`src/rtl/pkbuf_pkg.sv`:
```
// Package: shared types and decode helpers for the sample packing buffer.
// Assumes two-bit packing and source fields per channel.
package pkbuf_pkg;

    typedef enum logic [1:0] {
        PK_STD   = 2'd0,
        PK_PAIR  = 2'd1,
        PK_SPLIT = 2'd2,
        PK_RSVD  = 2'd3
    } pack_e;

    localparam logic [1:0] SRC_BUS = 2'd2;

    // Per-write command produced by the decoder and applied by the lane.
    typedef struct packed {
        logic       load;
        logic [1:0] cnt;
        logic       rd_hi;
        logic       fwd;
        logic       collide;
    } wr_cmd_t;

    // Map the reserved packing code onto standard mode.
    function automatic pack_e pack_eff(input logic [1:0] m);
        if (m == 2'd3) return PK_STD;
        return pack_e'(m);
    endfunction

endpackage

```
`src/rtl/pkbuf_wrdec.sv`:
```
// Module: per-channel write decoder. Turns a bus write or a forwarded
// half-word from the channel below into byte masks, data and a fill count.
// Assumes HW is a multiple of 8; a bus write wins over a forwarded copy
// arriving in the same cycle, and that collision is reported.
module pkbuf_wrdec
    import pkbuf_pkg::*;
#(
    parameter int CH_IDX = 0,
    parameter int HW     = 16,
    parameter int CH_W   = 2,
    localparam int NB    = HW / 8
) (
    input  logic              wr_en,
    input  logic [CH_W-1:0]   wr_ch,
    input  logic [2*NB-1:0]   wr_be,
    input  logic [2*HW-1:0]   wr_data,
    input  logic [1:0]        mode,
    input  logic              cp_stb_i,
    input  logic [HW-1:0]     cp_data_i,
    output wr_cmd_t           cmd,
    output logic [NB-1:0]     lo_mask,
    output logic [NB-1:0]     hi_mask,
    output logic [HW-1:0]     lo_data,
    output logic [HW-1:0]     hi_data
);

    logic  bus_hit;
    logic  lo_any;
    logic  hi_any;
    pack_e m;

    // Qualify the bus write for this channel and summarise its byte lanes.
    always_comb begin
        bus_hit = wr_en && (wr_ch == CH_W'(CH_IDX));
        lo_any  = |wr_be[NB-1:0];
        hi_any  = |wr_be[2*NB-1:NB];
        m       = pack_eff(mode);
    end

    // Build the command for the lane from the active write source.
    always_comb begin
        cmd     = '0;
        lo_mask = '0;
        hi_mask = '0;
        lo_data = wr_data[HW-1:0];
        hi_data = wr_data[2*HW-1:HW];
        if (bus_hit) begin
            lo_mask     = wr_be[NB-1:0];
            cmd.collide = cp_stb_i;
            unique case (m)
                PK_PAIR: begin
                    hi_mask   = wr_be[2*NB-1:NB];
                    cmd.cnt   = {1'b0, lo_any} + {1'b0, hi_any};
                    cmd.rd_hi = !lo_any;
                end
                PK_SPLIT: begin
                    cmd.cnt = {1'b0, lo_any};
                    cmd.fwd = hi_any;
                end
                default: begin
                    cmd.cnt = {1'b0, lo_any};
                end
            endcase
        end else if (cp_stb_i) begin
            lo_mask = '1;
            lo_data = cp_data_i;
            cmd.cnt = 2'd1;
        end
        cmd.load = (cmd.cnt != 2'd0);
    end

endmodule

```
`src/rtl/pkbuf_lane.sv`:
```
// Module: storage for one channel. Holds both half-words, the pending
// count, the read pointer, the sticky overrun flag and the forwarding stage.
// Assumes acknowledges arrive already gated to the bus source.
module pkbuf_lane
    import pkbuf_pkg::*;
#(
    parameter int HW  = 16,
    localparam int NB = HW / 8
) (
    input  logic           clk,
    input  logic           rst_n,
    input  wr_cmd_t        cmd,
    input  logic [NB-1:0]  lo_mask,
    input  logic [NB-1:0]  hi_mask,
    input  logic [HW-1:0]  lo_data,
    input  logic [HW-1:0]  hi_data,
    input  logic           ack_i,
    input  logic           clr_i,
    output logic           valid_o,
    output logic [HW-1:0]  data_o,
    output logic           hi_o,
    output logic           ovr_o,
    output logic           cp_stb_o,
    output logic [HW-1:0]  cp_data_o
);

    logic [HW-1:0] lo_q;
    logic [HW-1:0] hi_q;
    logic [1:0]    cnt_q;
    logic          rd_hi_q;
    logic          ovr_q;
    logic          cp_stb_q;
    logic [HW-1:0] cp_data_q;
    logic          take;

    assign take = ack_i && (cnt_q != 2'd0);

    // Merge written bytes into the two half-word registers.
    always_ff @(posedge clk) begin
        if (!rst_n) begin
            lo_q <= '0;
            hi_q <= '0;
        end else begin
            for (int b = 0; b < NB; b++) begin
                if (lo_mask[b]) lo_q[b*8 +: 8] <= lo_data[b*8 +: 8];
                if (hi_mask[b]) hi_q[b*8 +: 8] <= hi_data[b*8 +: 8];
            end
        end
    end

    // Track pending samples and which half is presented next.
    always_ff @(posedge clk) begin
        if (!rst_n) begin
            cnt_q   <= 2'd0;
            rd_hi_q <= 1'b0;
        end else if (cmd.load) begin
            cnt_q   <= cmd.cnt;
            rd_hi_q <= cmd.rd_hi;
        end else if (take) begin
            cnt_q   <= cnt_q - 2'd1;
            if (cnt_q == 2'd2) rd_hi_q <= 1'b1;
        end
    end

    // Sticky overrun: set on overwrite or lost copy, cleared by a one.
    always_ff @(posedge clk) begin
        if (!rst_n) begin
            ovr_q <= 1'b0;
        end else if ((cmd.load && cnt_q != 2'd0) || cmd.collide) begin
            ovr_q <= 1'b1;
        end else if (clr_i) begin
            ovr_q <= 1'b0;
        end
    end

    // One-cycle forwarding stage for the split-mode upper half-word.
    always_ff @(posedge clk) begin
        if (!rst_n) begin
            cp_stb_q  <= 1'b0;
            cp_data_q <= '0;
        end else begin
            cp_stb_q <= cmd.fwd;
            if (cmd.fwd) cp_data_q <= hi_data;
        end
    end

    assign valid_o   = (cnt_q != 2'd0);
    assign data_o    = rd_hi_q ? hi_q : lo_q;
    assign hi_o      = rd_hi_q;
    assign ovr_o     = ovr_q;
    assign cp_stb_o  = cp_stb_q;
    assign cp_data_o = cp_data_q;

endmodule

```
`src/rtl/pkbuf_srcsel.sv`:
```
// Module: per-channel source selector. Presents either the buffered sample
// or the converter result, and routes the acknowledge only to the buffer
// when the buffer is the source. Assumes converter data needs no packing.
module pkbuf_srcsel
    import pkbuf_pkg::*;
#(
    parameter int HW = 16
) (
    input  logic [1:0]     src,
    input  logic           buf_valid,
    input  logic [HW-1:0]  buf_data,
    input  logic           buf_hi,
    input  logic           adc_valid,
    input  logic [HW-1:0]  adc_data,
    input  logic           ack,
    output logic           smp_valid,
    output logic [HW-1:0]  smp_data,
    output logic           smp_hi,
    output logic           lane_ack
);

    logic bus_sel;

    // Choose the sample source and gate the acknowledge.
    always_comb begin
        bus_sel   = (src == SRC_BUS);
        smp_valid = bus_sel ? buf_valid : adc_valid;
        smp_data  = bus_sel ? buf_data  : adc_data;
        smp_hi    = bus_sel && buf_hi;
        lane_ack  = bus_sel && ack && buf_valid;
    end

endmodule

```
`src/rtl/pkbuf_top.sv`:
```
// Module: bank of NUM_CH sample packing channels. Each channel has a
// decoder, a lane and a source selector; split-mode copies chain from
// channel i to i+1, and the last channel's copy leaves on xcp_*.
// Assumes NUM_CH >= 2 and HW a multiple of 8.
module pkbuf_top
    import pkbuf_pkg::*;
#(
    parameter int NUM_CH = 4,
    parameter int HW     = 16,
    localparam int NB    = HW / 8,
    localparam int CH_W  = (NUM_CH > 1) ? $clog2(NUM_CH) : 1
) (
    input  logic                 clk,
    input  logic                 rst_n,
    input  logic                 wr_en,
    input  logic [CH_W-1:0]      wr_ch,
    input  logic [2*NB-1:0]      wr_be,
    input  logic [2*HW-1:0]      wr_data,
    input  logic [NUM_CH-1:0]    ovr_clr,
    input  logic [2*NUM_CH-1:0]  src_sel,
    input  logic [2*NUM_CH-1:0]  pack_mode,
    input  logic [HW*NUM_CH-1:0] adc_data,
    input  logic [NUM_CH-1:0]    adc_valid,
    input  logic [NUM_CH-1:0]    smp_ack,
    output logic [NUM_CH-1:0]    smp_valid,
    output logic [HW*NUM_CH-1:0] smp_data,
    output logic [NUM_CH-1:0]    smp_hi,
    output logic [NUM_CH-1:0]    ovr_flag,
    output logic                 xcp_stb,
    output logic [HW-1:0]        xcp_data
);

    logic          cp_stb_w  [NUM_CH+1];
    logic [HW-1:0] cp_data_w [NUM_CH+1];

    assign cp_stb_w[0]  = 1'b0;
    assign cp_data_w[0] = '0;

    for (genvar i = 0; i < NUM_CH; i++) begin : g_ch
        wr_cmd_t       cmd;
        logic [NB-1:0] lo_mask;
        logic [NB-1:0] hi_mask;
        logic [HW-1:0] lo_data;
        logic [HW-1:0] hi_data;
        logic          buf_valid;
        logic [HW-1:0] buf_data;
        logic          buf_hi;
        logic          lane_ack;

        pkbuf_wrdec #(.CH_IDX(i), .HW(HW), .CH_W(CH_W)) u_dec (
            .wr_en     (wr_en),
            .wr_ch     (wr_ch),
            .wr_be     (wr_be),
            .wr_data   (wr_data),
            .mode      (pack_mode[2*i +: 2]),
            .cp_stb_i  (cp_stb_w[i]),
            .cp_data_i (cp_data_w[i]),
            .cmd       (cmd),
            .lo_mask   (lo_mask),
            .hi_mask   (hi_mask),
            .lo_data   (lo_data),
            .hi_data   (hi_data)
        );

        pkbuf_lane #(.HW(HW)) u_lane (
            .clk       (clk),
            .rst_n     (rst_n),
            .cmd       (cmd),
            .lo_mask   (lo_mask),
            .hi_mask   (hi_mask),
            .lo_data   (lo_data),
            .hi_data   (hi_data),
            .ack_i     (lane_ack),
            .clr_i     (ovr_clr[i]),
            .valid_o   (buf_valid),
            .data_o    (buf_data),
            .hi_o      (buf_hi),
            .ovr_o     (ovr_flag[i]),
            .cp_stb_o  (cp_stb_w[i+1]),
            .cp_data_o (cp_data_w[i+1])
        );

        pkbuf_srcsel #(.HW(HW)) u_sel (
            .src       (src_sel[2*i +: 2]),
            .buf_valid (buf_valid),
            .buf_data  (buf_data),
            .buf_hi    (buf_hi),
            .adc_valid (adc_valid[i]),
            .adc_data  (adc_data[HW*i +: HW]),
            .ack       (smp_ack[i]),
            .smp_valid (smp_valid[i]),
            .smp_data  (smp_data[HW*i +: HW]),
            .smp_hi    (smp_hi[i]),
            .lane_ack  (lane_ack)
        );
    end

    assign xcp_stb  = cp_stb_w[NUM_CH];
    assign xcp_data = cp_data_w[NUM_CH];

endmodule

```
`config.mk`:
```
export PLATFORM = sky130hd
export DESIGN_NAME = pkbuf_top
export DESIGN_NICKNAME = d
export VERILOG_FILES = /design/src/rtl/pkbuf_pkg.sv /design/src/rtl/pkbuf_wrdec.sv /design/src/rtl/pkbuf_lane.sv /design/src/rtl/pkbuf_srcsel.sv /design/src/rtl/pkbuf_top.sv
export SDC_FILE = /design/constraint.sdc
export NUM_CORES = 1
export LEC_CHECK = 0
export ABC_AREA = 0
export BUFFER_PORTS_ARGS = -buffer_cell sky130_fd_sc_hd__buf_2
export CORE_MARGIN = 1
export CORE_UTILIZATION = 59
export CTS_CLUSTER_SIZE = 28
export DETAILED_ROUTE_END_ITERATION = 10
export PLACE_DENSITY_LB_ADDON = 0.15
export SLEW_MARGIN = 10
export SYNTH_ARGS = -nofsm -noshare
export SYNTH_HDL_FRONTEND = slang
export SYNTH_SLANG_ARGS = --single-unit
```
`constraint.sdc`:
```
create_clock -name clk -period 4.8 [get_ports clk]
set_clock_uncertainty 0.15 [all_clocks]
set_input_delay 0.96 -clock clk [delete_from_list [all_inputs] [get_ports clk]]
set_output_delay 0.96 -clock clk [all_outputs]
set_load 0.01 [all_outputs]
```
==> results.toml <==
[placed_design]
io_buffers = 225
finalWeightedCongestion = 0.8945
dp_hpwl_um = 18940

[cells_and_area]
syn2layout_area_growth_pct = 15.91
most-common-layout-cells = "buf_2, dfxtp_1, mux2i_1"
num-nets-final = 1452
fillers = 1313
drive_gt1_frac = 0.2130
layout_commonest_cell = "buf_2"

[outcome]
status = "complete, no violations"

[clocking]
post-cts-setup-buffer-count = 0
cts_tree = "yes"
cts.sinks = 212
ctsHoldBuffers = 0
cts-resized-gates = 0
cts_htree_levels = 1
clkSlewWorstSetupHoldPaths_ns = 0.06
cts_buffers = 22
clkLatencyLatePin_ns = 0.50
clockBufferDepth = 3
cts_root_buffer = "clkbuf_16"

[power]
p_leak_uw = 0.005048
p_total_uw = 4048
power_density_mw_per_mm2 = 344.8
peakVddDrop_mv = 0.3237

[synth]
ys_ff_latch = 212
synth_area_per_cell_um2 = 8.582
ys_seq_area_frac = 0.4191
yosysWarnings = 0
synth_cell_types = 48
synthArstFlopShare = 0
yosys_most_used_dff = "dfxtp_1"
synth_edf_count = 0
syn_area_mm2 = 0.01013
syn_inst = 1180
synth_nets = 1322

[global_route]
grt_max_degree = 103
grt_pass1_wl_um = 43810
grt_pass1_vias = 7913
grt_usage = 0.3234
antenna_found_initial = 4
grt_overflow = 0

[detailed_routing]
wire_per_inst_um = 18.98
vias_per_cell = 5.713
drc = 0
drt-total-wl_um = 29370
vias = 8838
drt_iter0_markers = 757
ant_nets = 0
firstDrtPassIters = 5

[floorplanning]
ios = 226
core.rowCount = 47
fp.dieH_um = 133.0
dieArea_mm2 = 0.01769
core_mm2 = 0.01664
die_x_um = 133.0
start_util = 0.6085

[timing]
final-hold-violation-count = 0
fin_tns_setup_ns = 0
period_minus_slack_ns = 3.400
worst_pin_slew_ns = 1.117
setup_violations = 0
slew_headroom = 0.2551
holdWs_ns = 0.3040
slew_viol_final = 0
max_clock_freq_ghz = 0.2941
fin_crit_sh = 0.7083
grt_setup_unrepaired = "false"

[worst_setup_path]
critPathArrivalTime_ns = 2.29
cp_slowest_cell = "nand2b_1"
cp-end-kind = "output pin"
critPathKind = "in2out"
start_kind = "input pin"
cp_cell_sequence = "buf_2 -> nand2b_1 -> nand2_1 -> o21ai_0 -> buf_2"
cp.required_ns = 3.69
crit_path_max_fanout = 35
critPathTopFamily = "simple AND/OR/NAND/NOR gates"
slowest_delay_ns = 0.79
critPathBufInv = 2
crit_top_cell = "buf_2"

[run]
maxCapViolCount = 0

[worst_hold_path]
hold_class = "reg2reg"
-- synth_stat cells (5+ instances only) --
cell type	number	area share
a21oi_1	102	0.050
and2_1	6	0.0037
buf_2	29	0.014
buf_4	33	0.024
clkbuf_1	57	0.021
dfxtp_1	212	0.42
ha_1	9	0.011
inv_1	16	0.0059
mux2i_1	208	0.21
nand2_1	153	0.057
nand2b_1	8	0.0049
nand3_1	38	0.019
nand3_2	5	0.0049
nor2_1	110	0.041
nor2b_1	7	0.0043
o21a_1	6	0.0044
o21ai_0	117	0.058
o21ai_1	8	0.0040
-- through the flow --
stage	cell area (um2)	cells	setup WS (ns)	util
final	11740	1547	1.400	0.7054
after global routing	11740	1546	1.181	0.7052
after CTS	11730	1544	1.384	0.7049
after detailed placement	10950	1506	1.313	0.6581
after global placement	10950	1506	1.385	0.6581
after floorplan	10130	1180	1.916	-
-- kinds of logic (layout without fill, tap and decap cells) --
logic type / Yosys count / count (layout) / synth area share
simple gates: 354 / 354 / 0.1581
flops: 212 / 212 / 0.4191
xor+xnor: 4 / 4 / 0.003459
buf+inv: 142 / 286 / 0.07178
other cells: 0 / 3 / 0
fa+ha+maj: 9 / 9 / 0.01112
compound gates: 251 / 251 / 0.1308
mux: 208 / 208 / 0.2056
-- metal layers --
layer,part of all wire,GRT usage
met1,0.42,0.4240
met2,0.44,0.5105
met3,0.088,0.06015
met4,0.049,0.1603
met5,0.00058,0
-- area by class of cell --
class                   instances  area (um2)  area share
clock inverters                 6       130.1     0.01109
repair buffers                231        1184      0.1008
clock buffers                  32       649.4     0.05532
diodes                          3       7.507   0.0006395
multi-input cells             826        5182      0.4415
inverters                      17       66.31    0.005649
well taps                     220       275.3     0.02345
flip-flops and latches        212        4244      0.3615
-- power by group --
part | internal [uW] | leakage [uW] | switching (uW)
Combinational | 146 | 0.00295 | 253
Clock | 1150 | 0.000382 | 689
Sequential | 1790 | 0.00171 | 21.2
-- worst register-to-register path: stages, from the launching register on --
cell,delay (ns)
dfxtp_1,0.33
nand2_1,0.77
o21ai_0,0.32
o21a_1,0.26
-- final timing paths --
check | start | endpoint | slack [ns] | depth (start not counted)
setup / recovery | src_sel[2] | smp_data[23] | 1.40 | 5
hold / removal | g_ch[0].u_lane.lo_q[1] | g_ch[0].u_lane.lo_q[1] | 0.30 | 2
setup reg to reg | g_ch[1].u_lane.cp_stb_o | g_ch[2].u_lane.cnt_q[0] | 2.87 | 3
hold reg to reg | g_ch[0].u_lane.lo_q[1] | g_ch[0].u_lane.lo_q[1] | 0.30 | 2
-- state kept, by name (all words and copies together), names as in the netlist --
signal and flops:
g_ch.u_lane.hi_o 4, g_ch.u_lane.hi_q 64, g_ch.u_lane.cp_data_o 64, g_ch.u_lane.ovr_o 4
g_ch.u_lane.lo_q 64, g_ch.u_lane.cnt_q 8, g_ch.u_lane.cp_stb_o 4
Note: power is estimated with default switching activity, not from simulation.
